### src/rtl/hdc_bundle_pkg.sv
// Shared types for the class trainer.
// Assumes nothing beyond IEEE 1800-2017 enums.
package hdc_bundle_pkg;
    // Emission sequencer state.
    typedef enum logic {
        EM_IDLE = 1'b0,
        EM_RUN  = 1'b1
    } em_state_e;
endpackage

### src/rtl/hdc_class_bank.sv
// Per-class tally bank: one saturating sample counter and one saturating
// counter per hypervector bit. Assumes hit is already qualified (valid,
// in-range label, not emitting, no clear).
module hdc_class_bank #(
    parameter int DIM   = 32,
    parameter int CNT_W = 4
) (
    input  logic                 clk,
    input  logic                 rst_n,
    input  logic                 clr,
    input  logic                 hit,
    input  logic [DIM-1:0]       vec,
    output logic [DIM*CNT_W-1:0] ones_flat,
    output logic [CNT_W-1:0]     n_cnt
);
    localparam logic [CNT_W-1:0] CMAX = {CNT_W{1'b1}};

    // Sample tally, saturating.
    always_ff @(posedge clk) begin
        if (!rst_n || clr)
            n_cnt <= '0;
        else if (hit && n_cnt != CMAX)
            n_cnt <= n_cnt + 1'b1;
    end

    for (genvar j = 0; j < DIM; j++) begin : g_bit
        logic [CNT_W-1:0] c;
        // Ones counter for bit j, saturating.
        always_ff @(posedge clk) begin
            if (!rst_n || clr)
                c <= '0;
            else if (hit && vec[j] && c != CMAX)
                c <= c + 1'b1;
        end
        assign ones_flat[j*CNT_W +: CNT_W] = c;
    end


    tally_no_wrap_chk: assert property (@(posedge clk) disable iff (!rst_n)
        !clr |=> n_cnt >= $past(n_cnt));

    tally_clear_chk: assert property (@(posedge clk) disable iff (!rst_n)
        clr |=> n_cnt == '0);
endmodule

### src/rtl/hdc_majority_bin.sv
// Bitwise majority threshold with tie vote. Purely combinational.
// Assumes the caller forces the result to zero for an empty class.
module hdc_majority_bin #(
    parameter int DIM   = 32,
    parameter int CNT_W = 4
) (
    input  logic [DIM*CNT_W-1:0] ones_flat,
    input  logic [CNT_W-1:0]     n_cnt,
    input  logic [DIM-1:0]       tie,
    output logic [DIM-1:0]       bits
);
    for (genvar j = 0; j < DIM; j++) begin : g_thr
        logic [CNT_W-1:0] c;
        logic             gt;
        logic             eq;
        assign c  = ones_flat[j*CNT_W +: CNT_W];
        // Compare 2c against n; a tie exists only for even n.
        assign gt = {c, 1'b0} > {1'b0, n_cnt};
        assign eq = {c, 1'b0} == {1'b0, n_cnt};
        assign bits[j] = gt | (eq & ~n_cnt[0] & tie[j]);
    end
endmodule

### src/rtl/hdc_emit_seq.sv
// Emission sequencer: after fin while idle, steps idx through 0..NCLS-1,
// one class per cycle. clr aborts it. Assumes NCLS >= 1.
module hdc_emit_seq
    import hdc_bundle_pkg::*;
#(
    parameter int NCLS  = 10,
    parameter int LBL_W = 4
) (
    input  logic             clk,
    input  logic             rst_n,
    input  logic             clr,
    input  logic             fin,
    output logic             busy,
    output logic [LBL_W-1:0] idx
);
    localparam logic [LBL_W-1:0] LAST = LBL_W'(NCLS - 1);

    em_state_e state;

    // Walk the classes in ascending order.
    always_ff @(posedge clk) begin
        if (!rst_n || clr) begin
            state <= EM_IDLE;
            idx   <= '0;
        end else begin
            case (state)
                EM_IDLE: if (fin) begin
                    state <= EM_RUN;
                    idx   <= '0;
                end
                EM_RUN: if (idx == LAST) begin
                    state <= EM_IDLE;
                    idx   <= '0;
                end else begin
                    idx <= idx + 1'b1;
                end
                default: state <= EM_IDLE;
            endcase
        end
    end

    assign busy = (state == EM_RUN);
endmodule

### src/rtl/hdc_class_trainer.sv
// Majority bundling class trainer top. Accumulates labelled samples into
// per-class banks and, on fin, emits one binarized prototype per cycle.
// Assumes NCLS <= DIM (the tie pattern is a rotation by the class index).
module hdc_class_trainer #(
    parameter int             DIM      = 32,
    parameter int             NCLS     = 10,
    parameter int             CNT_W    = 4,
    parameter logic [DIM-1:0] TIE_SEED = 32'h9E3779B9,
    localparam int            LBL_W    = (NCLS > 1) ? $clog2(NCLS) : 1
) (
    input  logic             clk,
    input  logic             rst_n,
    input  logic             smp_valid,
    input  logic [LBL_W-1:0] smp_label,
    input  logic [DIM-1:0]   smp_vec,
    input  logic             clr,
    input  logic             fin,
    output logic             proto_valid,
    output logic [LBL_W-1:0] proto_class,
    output logic [DIM-1:0]   proto_vec,
    output logic             proto_empty,
    output logic             label_err
);
    localparam int               SH_W   = $clog2(DIM) + 1;
    localparam logic [LBL_W:0]   NCLS_X = (LBL_W + 1)'(NCLS);
    localparam logic [LBL_W-1:0] LAST   = LBL_W'(NCLS - 1);

    logic                 busy;
    logic [LBL_W-1:0]     idx;
    logic                 in_range;
    logic                 take;
    logic [NCLS-1:0]      hit;
    logic [DIM*CNT_W-1:0] ones_all [NCLS];
    logic [CNT_W-1:0]     n_all    [NCLS];
    logic [DIM*CNT_W-1:0] ones_sel;
    logic [CNT_W-1:0]     n_sel;
    logic [2*DIM-1:0]     tie_dbl;
    logic [DIM-1:0]       tie;
    logic [DIM-1:0]       maj;

    assign in_range = {1'b0, smp_label} < NCLS_X;
    assign take     = smp_valid && in_range && !busy && !clr;

    for (genvar k = 0; k < NCLS; k++) begin : g_cls
        assign hit[k] = take && (smp_label == LBL_W'(k));
        hdc_class_bank #(.DIM(DIM), .CNT_W(CNT_W)) u_bank (
            .clk       (clk),
            .rst_n     (rst_n),
            .clr       (clr),
            .hit       (hit[k]),
            .vec       (smp_vec),
            .ones_flat (ones_all[k]),
            .n_cnt     (n_all[k])
        );
    end

    hdc_emit_seq #(.NCLS(NCLS), .LBL_W(LBL_W)) u_seq (
        .clk   (clk),
        .rst_n (rst_n),
        .clr   (clr),
        .fin   (fin),
        .busy  (busy),
        .idx   (idx)
    );

    // Select the bank of the class being emitted.
    always_comb begin
        ones_sel = '0;
        n_sel    = '0;
        for (int k = 0; k < NCLS; k++) begin
            if (idx == LBL_W'(k)) begin
                ones_sel = ones_all[k];
                n_sel    = n_all[k];
            end
        end
    end

    // Tie pattern: seed rotated left by the class index.
    assign tie_dbl = {TIE_SEED, TIE_SEED} >> (SH_W'(DIM) - SH_W'(idx));
    assign tie     = tie_dbl[DIM-1:0];

    hdc_majority_bin #(.DIM(DIM), .CNT_W(CNT_W)) u_maj (
        .ones_flat (ones_sel),
        .n_cnt     (n_sel),
        .tie       (tie),
        .bits      (maj)
    );

    // Sticky flag for samples naming a nonexistent class.
    always_ff @(posedge clk) begin
        if (!rst_n || clr)
            label_err <= 1'b0;
        else if (smp_valid && !in_range)
            label_err <= 1'b1;
    end

    assign proto_valid = busy;
    assign proto_class = busy ? idx : '0;
    assign proto_empty = busy && (n_sel == '0);
    assign proto_vec   = (busy && n_sel != '0) ? maj : '0;


    emit_start_chk: assert property (@(posedge clk) disable iff (!rst_n)
        fin && !proto_valid && !clr |=> proto_valid && proto_class == '0);

    emit_order_chk: assert property (@(posedge clk) disable iff (!rst_n)
        proto_valid && !clr && proto_class != LAST
        |=> proto_valid && proto_class == LBL_W'($past(proto_class) + 1'b1));

    err_sticky_chk: assert property (@(posedge clk) disable iff (!rst_n)
        label_err && !clr |=> label_err);

    clr_abort_chk: assert property (@(posedge clk) disable iff (!rst_n)
        clr |=> !proto_valid && !label_err);

    empty_zero_chk: assert property (@(posedge clk) disable iff (!rst_n)
        proto_empty |-> proto_valid && proto_vec == '0);
endmodule

### config.mk
export PLATFORM = sky130hd
export DESIGN_NAME = hdc_class_trainer
export DESIGN_NICKNAME = d
export VERILOG_FILES = /design/src/rtl/hdc_bundle_pkg.sv /design/src/rtl/hdc_class_bank.sv /design/src/rtl/hdc_majority_bin.sv /design/src/rtl/hdc_emit_seq.sv /design/src/rtl/hdc_class_trainer.sv
export SDC_FILE = /design/constraint.sdc
export NUM_CORES = 2
export LEC_CHECK = 0
export BUFFER_PORTS_ARGS = -buffer_cell sky130_fd_sc_hd__clkbuf_2
export CAP_MARGIN = 20
export CORE_ASPECT_RATIO = 0.9
export CORE_UTILIZATION = 25
export CTS_BUF_LIST = sky130_fd_sc_hd__clkbuf_4
export DETAILED_ROUTE_END_ITERATION = 8
export PLACE_DENSITY = 0.47
export SLEW_MARGIN = 5
export SYNTH_ARGS = -nofsm -noshare
export SYNTH_HDL_FRONTEND = slang
export SYNTH_SLANG_ARGS = --single-unit
### constraint.sdc
create_clock -name clk -period 8.48 [get_ports clk]
set_input_delay 0.424 -clock clk [delete_from_list [all_inputs] [get_ports clk]]
set_output_delay 0.424 -clock clk [all_outputs]
set_load 0.005 [all_outputs]
==> results.json <==
{
  "hold_path_class": "input pin to register",
  "die_w_um": 566,
  "critPathSlowestCell": "a211oi_1",
  "antenna_found_initial": 25,
  "cts_tree": "done",
  "required_ns": 8.06,
  "status": "finished, violations left",
  "postSynthAreaPerCell_um2": 8.50,
  "drt-initial-drc-count": 4774,
  "grt_pass1_wl_mm": 384,
  "synth-edff-count": 0,
  "dieArea_um2": 288000,
  "maxCapViolCount": 0,
  "mappedNetlistArea_um2": 71600,
  "arrival_ns": 7.23,
  "cts_root_buffer": "clkbuf_4",
  "postCtsHoldBufs": 55,
  "final_hold_viol_count": 0,
  "grt_max_degree": 193,
  "initial_utilization": 0.251,
  "htreeDepth": 5,
  "synth_commonest_cells": "nor2_1, dfxtp_1, xor2_1",
  "tightestPinTransition_ns": 1.25,
  "yosysTopAreaCell": "dfxtp_1",
  "async_reset_ff_frac": 0,
  "ant_nets": 0,
  "max-clock-path-buffers": 4,
  "synthMostInstantiatedCell": "nor2_1",
  "track_usage": 0.173,
  "ys_seq_area_frac": 0.371,
  "violations": "design-rule violations",
  "fp-row-count": 186,
  "synth_cell_type_count": 94,
  "drive_above_1_share": 0.100,
  "p_leak_uw": 0.0293,
  "synthFlopType": "dfxtp_1",
  "powerDensity_nw_per_um2": 158,
  "remaining_drc_errors": 3,
  "synth_cells": 8424,
  "grt_overflow": 0,
  "syn2layout_area_growth_pct": 12.2,
  "post_drt_wl_per_cell_um": 20.8,
  "cts_buffers": 387,
  "crit_chain": "inv_1 > ha_2 > buf_12 > or3b_4 > buf_4 > nor2_1 > nor3_1 > a221oi_1 > a211oi_1 > a221o_1 > a221o_1 > ha_1 > nand3_1 > nor3_2 > a2111oi_0 > a211oi_1 > clkbuf_2",
  "vias_per_cell": 5.16,
  "cts_post_setup_buffers_inserted": 0,
  "end_kind": "output pin",
  "fp.dieH_um": 510,
  "core_um2": 285000,
  "cp_max_fo": 33,
  "ios": 80,
  "cts.sink_count": 1326,
  "final.setup.tns_ns": 0,
  "setup_viol": 0,
  "critPathKind": "register to output pin",
  "finalCritPeriodShare": 0.903,
  "clock_skew_ns": 0.0869,
  "nNetsFinal": 8779,
  "relSlewSlack": 0.160,
  "timing.final.max_slew_violations": 0,
  "ys_top_cells_by_area": "dfxtp_1, nor2_1, ha_1, xor2_1, mux2i_1",
  "clk_latency_ns": 1.39,
  "num_vias": 63900,
  "vdd_drop_max_v": 0.000143,
  "max_clock_freq_mhz": 131,
  "cts_resized": 0,
  "fin_crit_ns": 7.65,
  "drt_pre_antenna_iters": 8,
  "grt_pass1_vias": 60600,
  "clk_pin_slew_worst_paths_ns": 0.06,
  "place.gp.congestion": 0.858,
  "dp_hpwl_mm": 165,
  "synth_top_cell_area_share": 0.371,
  "final_util": 0.282,
  "syn_nets": 8869,
  "yosysWarnings": 0,
  "start_kind": "register",
  "totalWireLength_mm": 258,
  "synth-seq-cells": 1326,
  "rsz0062_at_grt": "false",
  "cp_slowest_stage_delay_ns": 0.89,
  "port_buffers": 79
}
==> flip-flops by register name, indices dropped and copies added, names as in the netlist <==
| name | cells |
|---|---|
| g_cls.u_bank.n_cnt | 40 |
| u_seq.idx | 4 |
| u_seq.busy | 1 |
| label_err | 1 |
| g_cls.u_bank.g_bit.c | 1280 |
==> stage by stage <==
step	hold slack, ns	cells	area [um2]	power [uW]	setup slack [ns]
global route	0.127	12400	80300	13200	0.600
floorplan	0.442	8424	71600	6580	3.87
CTS	0.00959	12400	80300	12900	0.792
global placement	0.439	11600	74900	6710	1.78
finish	0.183	12400	80300	12700	0.826
detailed placement	0.455	11700	74900	6720	2.35
==> placed cells by master, fill, tap and decap left out, types with 48 or more instances in the layout <==
cell type      netlist  final
nor2_1            1477   1470
a31oi_1            223    223
a21oi_1            133    133
clkinv_1             1     78
a221oi_1           231    231
mux2i_1            349    349
o22ai_1             48     48
and3_1             217    217
nor3b_1            119    119
nor3_1             213    213
buf_4               17     99
dfxtp_1           1326   1324
dlygate4sd3_1        0     53
clkbuf_2             0     79
a221o_1             96     96
o21ai_0            155    154
xor2_1             539    539
clkbuf_4             0    576
nand2_1            474    474
ha_1               404    400
nand3_1            428    428
a22oi_1             70     70
xnor2_1            337    335
nand4_1            314    314
a211oi_1            98     98
==> worst max-delay path, delay by kind of cell, from the launching register on <==
kind | cells | cell delay, ns
AO/OA/AOI/OAI | 6 | 1.94
adder cells (fa/ha/maj) | 2 | 0.89
buffers and inverters | 4 | 1.25
flip-flops | 1 | 0.51
AND/OR/NAND/NOR | 5 | 1.23
==> power breakdown <==
part	internal (uW)	leakage, uW	switching, uW
Sequential	6230	0.0107	5.93
Combinational	80.5	0.0157	290
Clock	3140	0.00286	2940
Total	9450	0.0293	3230
==> kinds of logic (layout without fill, tap and decap cells) <==
| family | after synthesis | after routing | share of synthesized area |
|---|---|---|---|
| AND/OR/NAND/NOR | 3410 | 3410 | 0.225 |
| flip-flops | 1326 | 1326 | 0.371 |
| AO/OA/AOI/OAI | 1295 | 1295 | 0.132 |
| XOR/XNOR | 876 | 876 | 0.107 |
| buffers and inverters | 752 | 943 | 0.0436 |
| adder cells (fa/ha/maj) | 414 | 414 | 0.0720 |
| multiplexers | 351 | 351 | 0.0491 |
| other | 0 | 11 | 0 |
==> area by class of cell <==
type	count	area, um2
Fill cell	30400	205000
Multi-Input combinational cell	6346	42200
Sequential cell	1326	26600
Tap cell	3760	4700
Clock buffer	576	4320
Timing Repair Buffer	249	2020
Clock inverter	94	417
Inverter	24	90.1
Antenna cell	11	27.5
==> metal layers <==
metal / GRT usage / up-vias / routed length (um)
li1: - / 30300 / -
met5: 0 / - / 0
met2: 0.281 / 2025 / 116000
met1: 0.227 / 31100 / 116000
met4: 0.0734 / 0 / 9570
met3: 0.0292 / 465 / 16400
==> path summary, 6_finish.rpt <==
kind / startpoint / endpoint / slack, ns / depth (start not counted)
max: u_seq.idx[0] / proto_vec[5] / 0.83 / 17
min: smp_vec[2] / g_cls[1].u_bank.g_bit[2].c[2] / 0.18 / 5
max reg2reg: u_seq.busy / g_cls[1].u_bank.g_bit[15].c[3] / 4.24 / 11
min reg2reg: g_cls[2].u_bank.g_bit[30].c[3] / g_cls[2].u_bank.g_bit[30].c[3] / 0.52 / 2
Note: power is estimated with default switching activity, not from simulation.
